[src/rtl/lbs_pkg.sv]
package lbs_pkg;

  typedef enum logic {
    FIELD_EVEN = 1'b0,
    FIELD_ODD  = 1'b1
  } field_e;

  function automatic field_e field_flip(input field_e f);
    return (f == FIELD_EVEN) ? FIELD_ODD : FIELD_EVEN;
  endfunction

endpackage

[src/rtl/lbs_line_counter.sv]
module lbs_line_counter
  import lbs_pkg::*;
#(
  parameter int unsigned LINE_W = 9
) (
  input  logic              clk_i,
  input  logic              rst_ni,
  input  logic              line_sync_i,
  input  logic              field_sync_i,
  input  logic              field_odd_i,
  output logic [LINE_W-1:0] cnt_q_o,
  output logic              lost_q_o,
  output field_e            fld_q_o,
  output logic [LINE_W-1:0] cnt_d_o,
  output logic              lost_d_o,
  output field_e            fld_d_o
);

  localparam logic [LINE_W-1:0] CNT_MAX = {LINE_W{1'b1}};

  logic [LINE_W-1:0] cnt_q, cnt_d;
  logic              lost_q, lost_d;
  field_e            fld_q, fld_d;

  always_comb begin
    cnt_d  = cnt_q;
    lost_d = lost_q;
    fld_d  = fld_q;
    if (field_sync_i) begin
      cnt_d  = '0;
      lost_d = 1'b0;
      fld_d  = field_e'(field_odd_i);
    end else if (line_sync_i && !lost_q) begin
      // saturate instead of wrapping onto a valid block
      if (cnt_q == CNT_MAX) lost_d = 1'b1;
      else                  cnt_d  = cnt_q + 1'b1;
    end
  end

  always_ff @(posedge clk_i or negedge rst_ni) begin
    if (!rst_ni) begin
      cnt_q  <= '0;
      lost_q <= 1'b0;
      fld_q  <= FIELD_EVEN;
    end else begin
      cnt_q  <= cnt_d;
      lost_q <= lost_d;
      fld_q  <= fld_d;
    end
  end

  assign cnt_q_o  = cnt_q;
  assign lost_q_o = lost_q;
  assign fld_q_o  = fld_q;
  assign cnt_d_o  = cnt_d;
  assign lost_d_o = lost_d;
  assign fld_d_o  = fld_d;

endmodule

[src/rtl/lbs_req_reg.sv]
module lbs_req_reg
  import lbs_pkg::*;
#(
  parameter int unsigned BLK_W            = 7,
  parameter int unsigned BLOCKS_PER_FIELD = 72
) (
  input  logic             clk_i,
  input  logic             rst_ni,
  input  logic             adv_i,
  input  logic             clr_i,
  output logic [BLK_W-1:0] blk_o,
  output field_e           fld_o
);

  localparam logic [BLK_W-1:0] LAST_BLK = BLK_W'(BLOCKS_PER_FIELD - 1);

  logic [BLK_W-1:0] blk_q;
  field_e           fld_q;

  always_ff @(posedge clk_i or negedge rst_ni) begin
    if (!rst_ni) begin
      blk_q <= '0;
      fld_q <= FIELD_EVEN;
    end else if (clr_i) begin
      blk_q <= '0;
      fld_q <= FIELD_EVEN;
    end else if (adv_i) begin
      if (blk_q == LAST_BLK) begin
        blk_q <= '0;
        fld_q <= field_flip(fld_q);
      end else begin
        blk_q <= blk_q + 1'b1;
      end
    end
  end

  assign blk_o = blk_q;
  assign fld_o = fld_q;

endmodule

[src/rtl/lbs_block_match.sv]
module lbs_block_match
  import lbs_pkg::*;
#(
  parameter int unsigned BLK_W    = 7,
  parameter int unsigned LOW_BITS = 2,
  localparam int unsigned LINE_W  = BLK_W + LOW_BITS
) (
  input  logic              clk_i,
  input  logic              rst_ni,
  input  logic              boundary_i,
  input  logic [LINE_W-1:0] cnt_i,
  input  logic              lost_i,
  input  field_e            fld_i,
  input  logic [BLK_W-1:0]  req_blk_i,
  input  field_e            req_fld_i,
  output logic              hit_o
);

  logic [BLK_W-1:0] cur_blk;
  logic             match;
  logic             hit_q;

  assign cur_blk = cnt_i[LINE_W-1:LOW_BITS];
  assign match   = !lost_i && (cur_blk == req_blk_i) && (fld_i == req_fld_i);

  // flag moves only at a line or field boundary
  always_ff @(posedge clk_i or negedge rst_ni) begin
    if (!rst_ni)         hit_q <= 1'b0;
    else if (boundary_i) hit_q <= match;
  end

  assign hit_o = hit_q;

endmodule

[src/rtl/line_block_sel.sv]
module line_block_sel
  import lbs_pkg::*;
#(
  parameter int unsigned BLK_W            = 7,
  parameter int unsigned LOW_BITS         = 2,
  parameter int unsigned BLOCKS_PER_FIELD = 72
) (
  input  logic clk_i,
  input  logic rst_ni,
  input  logic line_sync_i,
  input  logic field_sync_i,
  input  logic field_odd_i,
  input  logic blk_adv_i,
  input  logic blk_clr_i,
  output logic blk_hit_o
);

  localparam int unsigned LINE_W = BLK_W + LOW_BITS;

  logic [LINE_W-1:0] line_cnt, line_cnt_nxt;
  logic              line_lost, line_lost_nxt;
  field_e            fld_cur, fld_nxt;
  logic [BLK_W-1:0]  req_blk;
  field_e            req_fld;

  lbs_line_counter #(
    .LINE_W (LINE_W)
  ) i_line_counter (
    .clk_i        (clk_i),
    .rst_ni       (rst_ni),
    .line_sync_i  (line_sync_i),
    .field_sync_i (field_sync_i),
    .field_odd_i  (field_odd_i),
    .cnt_q_o      (line_cnt),
    .lost_q_o     (line_lost),
    .fld_q_o      (fld_cur),
    .cnt_d_o      (line_cnt_nxt),
    .lost_d_o     (line_lost_nxt),
    .fld_d_o      (fld_nxt)
  );

  lbs_req_reg #(
    .BLK_W            (BLK_W),
    .BLOCKS_PER_FIELD (BLOCKS_PER_FIELD)
  ) i_req_reg (
    .clk_i  (clk_i),
    .rst_ni (rst_ni),
    .adv_i  (blk_adv_i),
    .clr_i  (blk_clr_i),
    .blk_o  (req_blk),
    .fld_o  (req_fld)
  );

  lbs_block_match #(
    .BLK_W    (BLK_W),
    .LOW_BITS (LOW_BITS)
  ) i_block_match (
    .clk_i      (clk_i),
    .rst_ni     (rst_ni),
    .boundary_i (line_sync_i | field_sync_i),
    .cnt_i      (line_cnt_nxt),
    .lost_i     (line_lost_nxt),
    .fld_i      (fld_nxt),
    .req_blk_i  (req_blk),
    .req_fld_i  (req_fld),
    .hit_o      (blk_hit_o)
  );

endmodule

[config.mk]
export PLATFORM = sky130hd
export DESIGN_NAME = line_block_sel
export DESIGN_NICKNAME = d
export VERILOG_FILES = /design/src/rtl/lbs_pkg.sv /design/src/rtl/lbs_line_counter.sv /design/src/rtl/lbs_req_reg.sv /design/src/rtl/lbs_block_match.sv /design/src/rtl/line_block_sel.sv
export SDC_FILE = /design/constraint.sdc
export NUM_CORES = 1
export LEC_CHECK = 0
export BUFFER_PORTS_ARGS = -buffer_cell sky130_fd_sc_hd__buf_2
export CAP_MARGIN = 40
export CORE_MARGIN = 5
export CORE_UTILIZATION = 51
export CTS_CLUSTER_DIAMETER = 50
export DETAILED_ROUTE_END_ITERATION = 8
export PLACE_DENSITY = 0.68
export SYNTH_ARGS = -nofsm -noshare
export SYNTH_HDL_FRONTEND = slang
export SYNTH_SLANG_ARGS = --single-unit
[constraint.sdc]
create_clock -name clk_i -period 2 [get_ports clk_i]
set_input_delay 0.6 -clock clk_i [delete_from_list [all_inputs] [get_ports clk_i]]
set_output_delay 0.6 -clock clk_i [all_outputs]
set_load 0.02 [all_outputs]
## Word level (Yosys, flattened, before mapping)

Index checks and enable logic that the tools add are counted.

| cells by class | value |
|---|---|
| eq/ne operators | 5 |
| add/sub/neg operators | 2 |
| reductions and logical operators | 10 |
| bitwise operators | 1 |
| multiplexer cells | 14 |

Operator list:

| operator | number |
|---|---|
| $mux W9 | 3 |
| $mux W7 | 3 |
| $add A9 B1 Y9 const B | 1 |
| $eq A9 B9 Y1 const B | 1 |
| $mux W1 | 8 |
| $add A7 B1 Y7 const B | 1 |
| $eq A7 B7 Y1 | 1 |
| $eq A7 B7 Y1 const B | 1 |
| $reduce_bool A2 Y1 | 3 |
| $reduce_and A2 Y1 | 2 |
| $logic_and A1 B1 Y1 | 3 |
| $logic_not A1 Y1 | 2 |
| $ne A2 B2 Y1 const B | 1 |
| $eq A1 B1 Y1 | 1 |
| $or A1 B1 Y1 | 1 |

| storage, ports and cells | value |
|---|---|
| bits of input ports | 7 |
| bits in registers | 20 |

## Depth between registers and ports, before layout

| depth | value |
|---|---|
| depth after elaboration | 7 |
| depth in mapped cells | 8 |
| depth with buffers taken out | 7 |

## Cells and area by module

Synthesis repeated with hierarchy kept, for this count alone.

| second synthesis, totals | value |
|---|---|
| cells, all modules | 120 |
| area total of the unflattened synthesis | 1153.6 sq um |

By module, submodules not included:

| module | seq. area each (sq um) | area each (sq um) | cells an instance | instances |
|---|---|---|---|---|
| lbs_line_counter | 275.3 | 549.3 | 56 | 1 |
| lbs_req_reg | 200.2 | 427.9 | 46 | 1 |
| lbs_block_match | 25.0 | 170.2 | 17 | 1 |
| line_block_sel | 0.0 | 6.3 | 1 | 1 |

## Least setup slack after synthesis

No wires, ideal clock.

| path | value |
|---|---|
| path kind | register to register |
| from | reg i_line_counter.cnt_q[0], in the netlist i_line_counter.cnt_q_o[0] |
| to | reg i_block_match.hit_q, in the netlist i_block_match.hit_o |
| slack | 0.162 ns |
| stages on the path, launching flop included | 7 |
| required time | 1.908 ns |
| clock period less this slack | 1.838 ns |
| path buffers | 0 |
| arrival time | 1.747 ns |
| path through | dfrtp_1 ha_1 nand4b_1 o31a_1 nor4_2 nand4_1 o31ai_2 |

| between the ends | value |
|---|---|
| longest elaborated chain between the ends | 7 |
| elaborated cells between the ends (all ways) | 12 |
| those cells by class | add/sub: 1; eq/ne: 2; mux: 6; reduce/logical: 3 |

RTL lines:

| what | line | RTL |
|---|---|---|
| from (decl) | lbs_line_counter.sv:21 | `logic [LINE_W-1:0] cnt_q, cnt_d;` |
| from (signal assigned) | lbs_line_counter.sv:46 | `cnt_q <= cnt_d;` |
| $add A9 B1 Y9 / $eq A9 B9 Y1 (equally long branches) | lbs_line_counter.sv:36, lbs_line_counter.sv:35 |  |
| $mux W9 / $mux W1 (equally long branches) | lbs_line_counter.sv:35 | `if (cnt_q == CNT_MAX) lost_d = 1'b1;` |
| $mux W9 / $mux W1 (equally long branches) | lbs_line_counter.sv:33 | `end else if (line_sync_i && !lost_q) begin` |
| $mux W9 / $mux W1 (equally long branches) | lbs_line_counter.sv:29 | `if (field_sync_i) begin` |
| $eq A7 B7 Y1 / $logic_not A1 Y1 (equally long branches) | lbs_block_match.sv:24 | `assign match = !lost_i && (cur_blk == req_blk_i) && (fld_i == req_fld_i);` |
| $logic_and A1 B1 Y1 * (2 in series) | lbs_block_match.sv:24 |  |
| to (signal assigned) | lbs_block_match.sv:29 | `else if (boundary_i) hit_q <= match;` |
| to (decl) | lbs_block_match.sv:21 | `logic hit_q;` |

Every way passes the cells marked *; elsewhere a longest branch is shown, timed or not. The select of a mux whose other input is x is not followed.
A chain may end at the register's enable or synchronous reset.

## Final worst setup path

| path | value |
|---|---|
| from | reg i_line_counter.cnt_q[5], in the netlist i_line_counter.cnt_q_o[5] |
| to | reg i_block_match.hit_q, in the netlist i_block_match.hit_o |

The elaborated chain is that of the path after synthesis.

==> run metrics <==
Hold Path Class input port to async pin; Switching Share 26.6%; Die Area 0.00403 mm^2; final core utilization 58.9%; pwr/cell area 443 mW/mm^2; router iterations before antenna repair 4; # diodes 0; residual DRC count 0; P_int 0.000528 W; htree depth 1; Yosys top cell area share 34.3%; Worst R2R Path Depth 6; part of the power in the clock network 26.8%; crit-path max cell delay 500 ps; Die W 63.5 um; status finished clean; largest net degree at the start of global routing 21; total CTS buffers 3; Post-Syn Area 0.00146 mm^2; share of layout cells above drive strength 1 21.9%; Logic pwr share 13.4%; CP required 2220 ps; fin crit share 97.4%; CP Capture Type flop; initial antenna violation count 0; Synth Register Bits 20; Clock Sinks 20; worst-path maximum fanout 7; I/O pin cnt 8; Total Routing Usage GR 18.7%; vias per cell 6.19; Worst Setup Start Kind flop; Final WS setup 52.1 ps; clock-pin slew on the worst setup and hold paths 110 ps; main area contributors after synthesis dfrtp_1 34%, nor2_1 6.4%, mux2i_1 6.2%, nand2_1 4.1%, xor2_1 3.6%; global-route wire length before repair 6.14 mm; critical path data arrival time 2170 ps; most frequent cells in the layout 24 x nor2_1, 20 x dfrtp_1, 17 x buf_4, 16 x nand2_1, 9 x mux2i_1; Fill cells 256; Layout Skew 4.51 ps; drt initial violations 56; maximum VDD drop 0.339 mV; worst skew pair latency 300 ps; IO buf count 7; RR Startpoint i_line_counter.cnt_q_o[5]; hold buffer count at CTS 0; worst-case clock buffer depth 2; area grow syn2layout 11.3%; Cell variety after synth 53; Fin. Hold Viols 0; standby leakage power 0.652 nW; via count 1325; # setup viols final 0; area leader, netlist dfrtp_1; cell count after synthesis 168; CP startpoint i_line_counter.cnt_q_o[5]; CTS tree done; r2r endpoint i_block_match.hit_o; die height 63.5 um; Max Freq 513 MHz; register cell area after layout 500 um^2; placed wire-length estimate 2.49 mm; CP Cell Sequence nand4_1, and2_0, mux2_2, a21oi_1, o221ai_1, o31ai_2; aggregate routed wire length 3.48 mm; gr ovfl total 0; relative slew slack 69.5%; min cycle time layout 1950 ps; Final nets 194; most common cell after layout, fill and taps aside nor2_1; Starting Density 52.9%; worst reg-to-reg setup slack 50 ps; core area 0.00276 mm^2; vias in the first global route 1366; Sw Pwr 0.000191 W; CTS Root Cell clkbuf_4; pre-CTS setup slack -85.4 ps; GP Congestion 0.942; share of power burned in registers 59.8%; Yosys Warn Count 0; Tightest Pin Transition 458 ps; number of synthesized flops with an enable pin 0; multi-input logic area 892 um^2; post-route ant nets 0; most common flop cell mapped by yosys dfrtp_1; sequential area share after synthesis 34.3%; asr flop ratio synth 100%; max-slew violations 0; Mean Syn Cell Area 8.68 um^2; Post-Syn Nets 177; slowest CP cell dfrtp_1; Site Rows 19; Max-cap violations 0; DR WL/cell 16.2 um; critical setup path kind flop to flop; RSZ-0062 raised after global routing true
-- Yosys cell counts (3+ instances only) --
cell	count
a21oi_1	7
and3_1	3
buf_4	5
clkbuf_1	3
dfrtp_1	20
mux2_2	3
mux2i_1	9
nand2_1	16
nand2b_1	3
nand3_1	6
nand3b_1	3
nand4_1	6
nor2_1	25
nor3_1	4
o211ai_1	3
o21ai_0	3
xor2_1	6
-- flip-flops by register name, summed over array words and instances, names as in the netlist --
| register | flops |
|---|---|
| i_line_counter.cnt_q_o | 9 |
| i_line_counter.lost_q_o | 1 |
| i_req_reg.blk_o | 7 |
| i_block_match.hit_o | 1 |
| i_line_counter.fld_q_o | 1 |
| i_req_reg.fld_o | 1 |
-- layer usage --
| layer | vias up | part of all wire [%] | GRT usage [%] |
|---|---|---|---|
| met5 | - | 0 | 0 |
| met4 | 0 | 3.3 | 9.35 |
| met3 | 13 | 5.9 | 3.37 |
| met2 | 55 | 49 | 30.5 |
| met1 | 618 | 42 | 23.5 |
| li1 | 639 | - | - |
-- worst max-delay path: cells and delay by family, from the launching register on --
family           cells  cell delay (ps)
AND/OR/NAND/NOR      2              570
AO/OA/AOI/OAI        3              560
multiplexers         1              260
flip-flops           1              500
-- metrics by stage --
stage | std cells | TNS [ps] | hold WS [ps] | total power [W] | cell area [um^2]
global route | 214 | -46.9 | 250 | 0.000769 | 1620
CTS | 212 | 0 | 242 | 0.000727 | 1600
global placement | 208 | 0 | 471 | 0.000529 | 1560
detailed placement | 208 | -85.4 | 475 | 0.000532 | 1560
floorplan | 168 | 0 | 304 | 0.000491 | 1460
finish | 214 | 0 | 230 | 0.000719 | 1620
-- kinds of logic after synthesis --
logic type	share of synthesized area [%]
AO/OA/AOI/OAI	15.6
XOR/XNOR	4.20
buffers and inverters	5.57
multiplexers	8.49
flip-flops	34.3
AND/OR/NAND/NOR	30.1
adder cells (fa/ha/maj)	1.71
-- area by class of cell --
type	instances	area share, %
clock buffer	3	1.39
multi-input combinational	134	54.9
sequential	20	30.8
tap	31	2.39
timing repair buffer	24	10.0
inverter	2	0.462
-- power groups by stage --
stage / Sequential (W) / Clock (W) / Combinational (W)
2_1_floorplan: 0.000437 / 0 / 0.0000543
6_report: 0.000430 / 0.000193 / 0.0000962
3_5_place_dp: 0.000436 / 0 / 0.0000953
4_1_cts: 0.000428 / 0.000203 / 0.0000963
3_3_place_gp: 0.000435 / 0 / 0.0000937
5_1_grt: 0.000433 / 0.000228 / 0.000108
-- how the worst max path moves through the flow --
stage,to,slack [ps]
detailed placement,i_block_match.hit_o,-90
CTS,i_block_match.hit_o,20
global route,i_block_match.hit_o,-50
finish,i_block_match.hit_o,50
global placement,i_block_match.hit_o,8
floorplan,i_block_match.hit_o,160
-- what timing repair did --
item                                   in CTS  in global routing
setup buffers                               1                  2
setup endpoints to repair                   1                  1
endpoints found under the hold margin       0                  0
pin swaps                                   1                  7
resized for setup                           1                  2
Power figures use the tool's default switching activity.
